`config.mk`:
```
export PLATFORM = sky130hd
export DESIGN_NAME = prot_cfg_regfile
export DESIGN_NICKNAME = d
export VERILOG_FILES = /design/src/rtl/prot_cfg_pkg.sv /design/src/rtl/prot_lock_eval.sv /design/src/rtl/prot_cfg_lane_wr.sv /design/src/rtl/prot_active_count.sv /design/src/rtl/prot_cfg_regfile.sv
export SDC_FILE = /design/constraint.sdc
export NUM_CORES = 1
export LEC_CHECK = 0
export ABC_AREA = 1
export BUFFER_PORTS_ARGS = -buffer_cell sky130_fd_sc_hd__buf_4
export CAP_MARGIN = 20
export CORE_AREA = 4 4 276 278
export DETAILED_ROUTE_END_ITERATION = 8
export DIE_AREA = 0 0 280 282
export GPL_ROUTABILITY_DRIVEN = 0
export GPL_TIMING_DRIVEN = 0
export PLACE_DENSITY_LB_ADDON = 0.1
export SLEW_MARGIN = 20
export SYNTH_ARGS = -nofsm -noshare
export SYNTH_HDL_FRONTEND = slang
export SYNTH_HIERARCHICAL = 1
export SYNTH_SLANG_ARGS = --single-unit
```
`constraint.sdc`:
```
create_clock -name clk -period 4.1 [get_ports clk]
set_input_delay 0.41 -clock clk [delete_from_list [all_inputs] [get_ports clk]]
set_output_delay 0.41 -clock clk [all_outputs]
set_load 0.01 [all_outputs]
```
`src/rtl/prot_cfg_pkg.sv`:
```
package prot_cfg_pkg;

    localparam int CFG_BYTE_W = 8;
    localparam int LOCK_BIT   = 7;
    localparam int MODE_LSB   = 3;

    typedef enum logic [1:0] {
        MATCH_OFF   = 2'd0,
        MATCH_TOR   = 2'd1,
        MATCH_NA4   = 2'd2,
        MATCH_NAPOT = 2'd3
    } match_mode_e;

    typedef enum logic {
        ST_IDLE    = 1'b0,
        ST_RECOUNT = 1'b1
    } rf_state_e;

    function automatic match_mode_e byte_mode(input logic [CFG_BYTE_W-1:0] b);
        return match_mode_e'(b[MODE_LSB +: 2]);
    endfunction

    function automatic logic byte_locked(input logic [CFG_BYTE_W-1:0] b);
        return b[LOCK_BIT];
    endfunction

endpackage

```
`src/rtl/prot_lock_eval.sv`:
```
module prot_lock_eval
    import prot_cfg_pkg::*;
#(
    parameter int NUM_ENTRIES = 16
) (
    input  logic [NUM_ENTRIES*CFG_BYTE_W-1:0] cfg_flat,
    output logic [NUM_ENTRIES-1:0]            cfg_lock,
    output logic [NUM_ENTRIES-1:0]            addr_lock
);

    genvar e;
    generate
        for (e = 0; e < NUM_ENTRIES; e++) begin : g_ent
            logic [CFG_BYTE_W-1:0] own_byte;
            assign own_byte    = cfg_flat[e*CFG_BYTE_W +: CFG_BYTE_W];
            assign cfg_lock[e] = byte_locked(own_byte);
            if (e < NUM_ENTRIES - 1) begin : g_has_next
                logic [CFG_BYTE_W-1:0] next_byte;
                assign next_byte    = cfg_flat[(e+1)*CFG_BYTE_W +: CFG_BYTE_W];
                assign addr_lock[e] = byte_locked(own_byte) ||
                                      (byte_locked(next_byte) && (byte_mode(next_byte) == MATCH_TOR));
            end else begin : g_top
                assign addr_lock[e] = byte_locked(own_byte);
            end
        end
    endgenerate

endmodule

```
`src/rtl/prot_cfg_lane_wr.sv`:
```
module prot_cfg_lane_wr #(
    parameter int NUM_ENTRIES = 16,
    parameter int XLEN        = 32
) (
    input  logic                   wr_cfg,
    input  logic [31:0]            idx_w,
    input  logic [NUM_ENTRIES-1:0] cfg_lock,
    output logic [NUM_ENTRIES-1:0] lane_we,
    output logic                   cfg_drop
);

    localparam int BPW       = XLEN / 8;
    localparam bit ODD_GUARD = (XLEN == 64);

    logic odd_blocked;
    assign odd_blocked = ODD_GUARD && idx_w[0];

    genvar e;
    generate
        for (e = 0; e < NUM_ENTRIES; e++) begin : g_we
            assign lane_we[e] = wr_cfg && !odd_blocked &&
                                (idx_w == 32'(e / BPW)) && !cfg_lock[e];
        end
    endgenerate

    always_comb begin
        cfg_drop = 1'b0;
        if (wr_cfg) begin
            if (odd_blocked) begin
                cfg_drop = 1'b1;
            end else begin
                for (int k = 0; k < BPW; k++) begin
                    if ((idx_w * 32'(BPW)) + 32'(k) >= 32'(NUM_ENTRIES)) begin
                        cfg_drop = 1'b1;
                    end
                end
                for (int n = 0; n < NUM_ENTRIES; n++) begin
                    if ((idx_w == 32'(n / BPW)) && cfg_lock[n]) begin
                        cfg_drop = 1'b1;
                    end
                end
            end
        end
    end

endmodule

```
`src/rtl/prot_active_count.sv`:
```
module prot_active_count
    import prot_cfg_pkg::*;
#(
    parameter int NUM_ENTRIES = 16
) (
    input  logic [NUM_ENTRIES*CFG_BYTE_W-1:0]     cfg_flat,
    output logic [$clog2(NUM_ENTRIES+1)-1:0]      live_count
);

    localparam int CNT_W = $clog2(NUM_ENTRIES + 1);

    logic [NUM_ENTRIES-1:0] active_vec;

    genvar e;
    generate
        for (e = 0; e < NUM_ENTRIES; e++) begin : g_act
            assign active_vec[e] =
                byte_mode(cfg_flat[e*CFG_BYTE_W +: CFG_BYTE_W]) != MATCH_OFF;
        end
    endgenerate

    always_comb begin
        live_count = '0;
        for (int n = 0; n < NUM_ENTRIES; n++) begin
            live_count = live_count + CNT_W'(active_vec[n]);
        end
    end

endmodule

```
`src/rtl/prot_cfg_regfile.sv`:
```
module prot_cfg_regfile
    import prot_cfg_pkg::*;
#(
    parameter int NUM_ENTRIES = 16,
    parameter int XLEN        = 32,
    parameter int IDX_W       = 6
) (
    input  logic                              clk,
    input  logic                              rst,
    input  logic                              req_valid,
    input  logic                              req_write,
    input  logic                              req_sel,
    input  logic [IDX_W-1:0]                  req_index,
    input  logic [XLEN-1:0]                   req_wdata,
    output logic [XLEN-1:0]                   rsp_rdata,
    output logic                              wr_ignored,
    output logic [$clog2(NUM_ENTRIES+1)-1:0]  active_count,
    output logic [NUM_ENTRIES*8-1:0]          cfg_flat,
    output logic [NUM_ENTRIES*XLEN-1:0]       addr_flat
);

    localparam int BPW   = XLEN / CFG_BYTE_W;
    localparam int CNT_W = $clog2(NUM_ENTRIES + 1);

    logic [CFG_BYTE_W-1:0] cfg_q  [NUM_ENTRIES];
    logic [XLEN-1:0]       addr_q [NUM_ENTRIES];

    rf_state_e st_q, st_d;

    logic [31:0]            idx_w;
    logic                   wr_cfg, wr_addr, rd_req;
    logic [NUM_ENTRIES-1:0] cfg_lock, addr_lock;
    logic [NUM_ENTRIES-1:0] lane_we, addr_we, addr_hit;
    logic                   cfg_drop, addr_drop, wr_accept;
    logic [CNT_W-1:0]       live_count;
    logic [XLEN-1:0]        rd_mux;

    assign idx_w   = 32'(req_index);
    assign wr_cfg  = req_valid && req_write && !req_sel;
    assign wr_addr = req_valid && req_write &&  req_sel;
    assign rd_req  = req_valid && !req_write;

    // Flatten the storage for the downstream matcher
    genvar e;
    generate
        for (e = 0; e < NUM_ENTRIES; e++) begin : g_flat
            assign cfg_flat[e*CFG_BYTE_W +: CFG_BYTE_W] = cfg_q[e];
            assign addr_flat[e*XLEN +: XLEN]            = addr_q[e];
            assign addr_hit[e] = (idx_w == 32'(e));
            assign addr_we[e]  = wr_addr && addr_hit[e] && !addr_lock[e];
        end
    endgenerate

    prot_lock_eval #(
        .NUM_ENTRIES (NUM_ENTRIES)
    ) u_lock (
        .cfg_flat  (cfg_flat),
        .cfg_lock  (cfg_lock),
        .addr_lock (addr_lock)
    );

    prot_cfg_lane_wr #(
        .NUM_ENTRIES (NUM_ENTRIES),
        .XLEN        (XLEN)
    ) u_lane (
        .wr_cfg   (wr_cfg),
        .idx_w    (idx_w),
        .cfg_lock (cfg_lock),
        .lane_we  (lane_we),
        .cfg_drop (cfg_drop)
    );

    prot_active_count #(
        .NUM_ENTRIES (NUM_ENTRIES)
    ) u_cnt (
        .cfg_flat   (cfg_flat),
        .live_count (live_count)
    );

    // An address write is dropped when no entry matches or the entry is frozen
    assign addr_drop = wr_addr && ((addr_hit == '0) || ((addr_hit & addr_lock) != '0));
    assign wr_accept = (lane_we != '0) || (addr_we != '0);

    // Storage update
    always_ff @(posedge clk) begin
        if (rst) begin
            for (int n = 0; n < NUM_ENTRIES; n++) begin
                cfg_q[n]  <= '0;
                addr_q[n] <= '0;
            end
        end else begin
            for (int n = 0; n < NUM_ENTRIES; n++) begin
                if (lane_we[n]) begin
                    cfg_q[n] <= req_wdata[(n % BPW)*CFG_BYTE_W +: CFG_BYTE_W];
                end
                if (addr_we[n]) begin
                    addr_q[n] <= req_wdata;
                end
            end
        end
    end

    // Read assembly: lane k of word n carries entry n*BPW+k
    always_comb begin
        rd_mux = '0;
        if (!req_sel) begin
            for (int n = 0; n < NUM_ENTRIES; n++) begin
                if (idx_w == 32'(n / BPW)) begin
                    rd_mux[(n % BPW)*CFG_BYTE_W +: CFG_BYTE_W] = cfg_q[n];
                end
            end
        end else begin
            for (int n = 0; n < NUM_ENTRIES; n++) begin
                if (addr_hit[n]) begin
                    rd_mux = addr_q[n];
                end
            end
        end
    end

    always_ff @(posedge clk) begin
        if (rst) begin
            rsp_rdata <= '0;
        end else if (rd_req) begin
            rsp_rdata <= rd_mux;
        end
    end

    // Controller: state register
    always_ff @(posedge clk) begin
        if (rst) begin
            st_q <= ST_IDLE;
        end else begin
            st_q <= st_d;
        end
    end

    // Controller: next state
    always_comb begin
        st_d = st_q;
        unique case (st_q)
            ST_IDLE:    st_d = wr_accept ? ST_RECOUNT : ST_IDLE;
            ST_RECOUNT: st_d = wr_accept ? ST_RECOUNT : ST_IDLE;
            default:    st_d = ST_IDLE;
        endcase
    end

    // Controller: outputs
    always_ff @(posedge clk) begin
        if (rst) begin
            active_count <= '0;
            wr_ignored   <= 1'b0;
        end else begin
            wr_ignored <= cfg_drop || addr_drop;
            unique case (st_q)
                ST_IDLE:    active_count <= active_count;
                ST_RECOUNT: active_count <= live_count;
                default:    active_count <= active_count;
            endcase
        end
    end

endmodule

```
==> metrics.txt <==
DR iter-0 viols=4,218; Clock Skew=29.34 ps; Finished Core Util=53.59%; synth warn=6; Hold Buf Count CTS=0; Main synth FF type=edfxtp_1; asr flop ratio synth=0%; Critical Path Stages=12; internal power=~12 mW; Crit path max-delay family=adder cells; Worst path most repeated cell=fa_1; total number of vias=~27,000; clock tree from TritonCTS=yes; grt peak-use layer=met2; Final Worst Setup Slack=-12.75 ps; CTS Sinks=approximately 680; clock share of power=approximately two fifths; post-route ant nets=0; Leak Pwr=roughly 17 nW; PwrDens=~430 nW/um^2; sequential power share=between 40% and 50%; crit path DAT=4630 ps; final worst-path cycle share=100.3%; Sw Share=27.39%; Yosys top cell area share=a little under two thirds; crit path buf inv count=2; io pins=just over 700; post-route cell area=approximately 40,000 sq um; Max Slew Vio Count=0; Slew @ Worst Pin=1288 ps; status=finished, violations left; vias in the first global route=~25,000; VDD IR-drop max=350.7 uV; die area=~80,000 sq um; gr ovfl total=0; Slew HR=~14%; slowest cell on the critical path=fa_1; Vias/cell=between 5 and 6; fin crit period=4113 ps; sequential share of the synthesized area=between 60% and 70%; clk slew on worst S/H paths=60 ps; Placed Area=approximately 37,000 sq um; Switch Pwr=around 4.6 mW; Max Fclk=roughly 0.24 GHz; Distinct cells, synth=40; Synth area leaders=edfxtp_1 64%, nor2_1 7.9%, nand2_1 7.6%, inv_1 2.8%, dfxtp_1 2.6%; CP cell instances=or2_4, ha_4, fa_1, fa_1, fa_1, inv_1, fa_1, fa_2, fa_2, inv_2, nor2_1, nor2_1; Root Driver=clkbuf_16; met1 usage=49.14%; RSZ-0062 raised after global routing=true; WL final=158.4 mm; CTS max path bufs=3; cts bufs inserted=between 70 and 80; Setup crit end kind=register; Final TNS setup=-12.75 ps; startpoint types=register; post-synth top area cell=edfxtp_1; max incr delay on CP=roughly 540 ps; cells after synthesis=2,933; Starting Density=40.74%; core area=roughly 74,000 sq um; hold depth=3; Die Wd=approximately 280 um; WL/cell=roughly 33 um; GRT Overall Usage=between 30% and 40%; Worst-Skew Late Latency=650 ps; Setup Crit Path Kind=register to register; first-pass GRT wire length=207.8 mm; residual DRC count=0; Post-synth EDFFs=640; Hold Fails Final Rpt=0; WHS=125.5 ps; H-Tree Level Count=3; met2 global-route usage=62.15%; worst-path maximum fanout=2; pin count of the biggest net entering global routing=33; failing checks=setup timing; initial antenna violation count=4; TritonRoute pass-1 iters=6; post-synthesis register bit count=between 600 and 700; Post-Syn Area=about 30,000 sq um; Syn-to-layout area delta=31.54%; WP data required=4620 ps; share of layout cells above drive strength 1=between 20% and 30%; combinational share of power=a little under an eighth; Worst Reg2Reg Path Length in Cells=12; Commonest cells post-synth=640 x edfxtp_1, 631 x nor2_1, 609 x nand2_1; Core Rows=100; Die Y-Extent=282 um; post-DP HPWL=between 100 and 150 mm; total power draw=between 15 and 20 mW; I/O Buffers=720; dpl ws=-97.09 ps; placed cell count=between 4,000 and 5,000; met3 Use GR=roughly an eighth; final net count=approximately 3,800; most common cell in the synthesized netlist=edfxtp_1; max cap viols=0; mean post-synth cell area=just over 10 sq um; Setup violations, final=1; final cell count without fillers=4,807; Min-Delay Path Class=primary input to register
cell families (layout without fill, tap and decap cells):
family | after synthesis | in the layout | share of synthesized area [%]
AOI/OAI and AO/OA | 191 | 191 | 3.709
DFF | 679 | 679 | 66.38
other | 1 | 30 | 0.01245
adders and majority gates | 15 | 15 | 0.8722
buffers and inverters | 442 | 1318 | 6.213
and+or+nand+nor | 1604 | 1604 | 22.78
xor gates and xnor gates | 1 | 1 | 0.02908
area by class of cell:
type                       count  area [sq um]
fill                        6836         34320
sequential                   679         20000
multi-input combinational   1839          8449
timing repair buffer         739          5749
clock buffer                  99          1987
tap                          969          1212
inverter                     255         957.2
buffer                       187         930.9
clock inverter                38         337.8
antenna                        2         5.005
layout by cell type (no fill, tap or decap), types with 28 or more instances in the layout:
cell	instances
nand2_1	595
nor2_1	617
conb_1	28
clkbuf_1	101
buf_4	754
nand3_1	148
o21ai_0	44
inv_1	227
a21oi_1	98
buf_2	59
nand4_1	109
edfxtp_1	640
clkbuf_16	75
or2_2	28
dfxtp_1	39
worst register-to-register path, delay by kind of cell (launching register included):
kind | cells | cell delay [ps]
DFF | 1 | 480
buffers and inverters | 2 | 80
adders and majority gates | 7 | 3040
and+or+nand+nor | 3 | 420
power by group through the flow:
stage          sequential [mW]  combinational, mW  clock [mW]
2_1_floorplan             8.45              0.596           0
3_3_place_gp              8.40               1.91           0
3_5_place_dp              8.39               1.96           0
4_1_cts                   8.25               1.97        6.60
5_1_grt                   8.28               2.09        6.89
6_report                  8.26               2.01        6.66
what timing repair did:
action                                 in CTS  in global routing
setup buffers                               3                  1
setup endpoints to repair                   3                  3
pin swaps                                   1                  1
endpoints found under the hold margin       0                  0
resized for setup                           0                  2
state kept, by name (all words and copies together), names as in the netlist:
| name | cells |
|---|---|
| active_count | 5 |
| addr_q | 512 |
| cfg_q | 128 |
| rsp_rdata | 32 |
| st_q | 1 |
| wr_ignored | 1 |
worst paths after layout:
| kind | from | to | slack (ps) |
|---|---|---|---|
| min | req_wdata[17] | addr_q[0][49]$_SDFFCE_PN0P_ | 130 |
| max reg2reg | cfg_q[0][11]$_SDFFCE_PN0P_ | active_count[1]$_SDFFE_PP0P_ | -10 |
| min reg2reg | rsp_rdata[2]$_SDFFE_PP0P_ | rsp_rdata[2]$_SDFFE_PP0P_ | 470 |
| max | cfg_q[0][11]$_SDFFCE_PN0P_ | active_count[1]$_SDFFE_PP0P_ | -10 |
per-layer routing:
metal	vias up	wire length, um
met3	353	19960
met2	2068	73650
met5	-	0
met1	13600	56850
li1	11480	-
met4	0	7953
No activity file was read; power rests on OpenSTA's default activity.
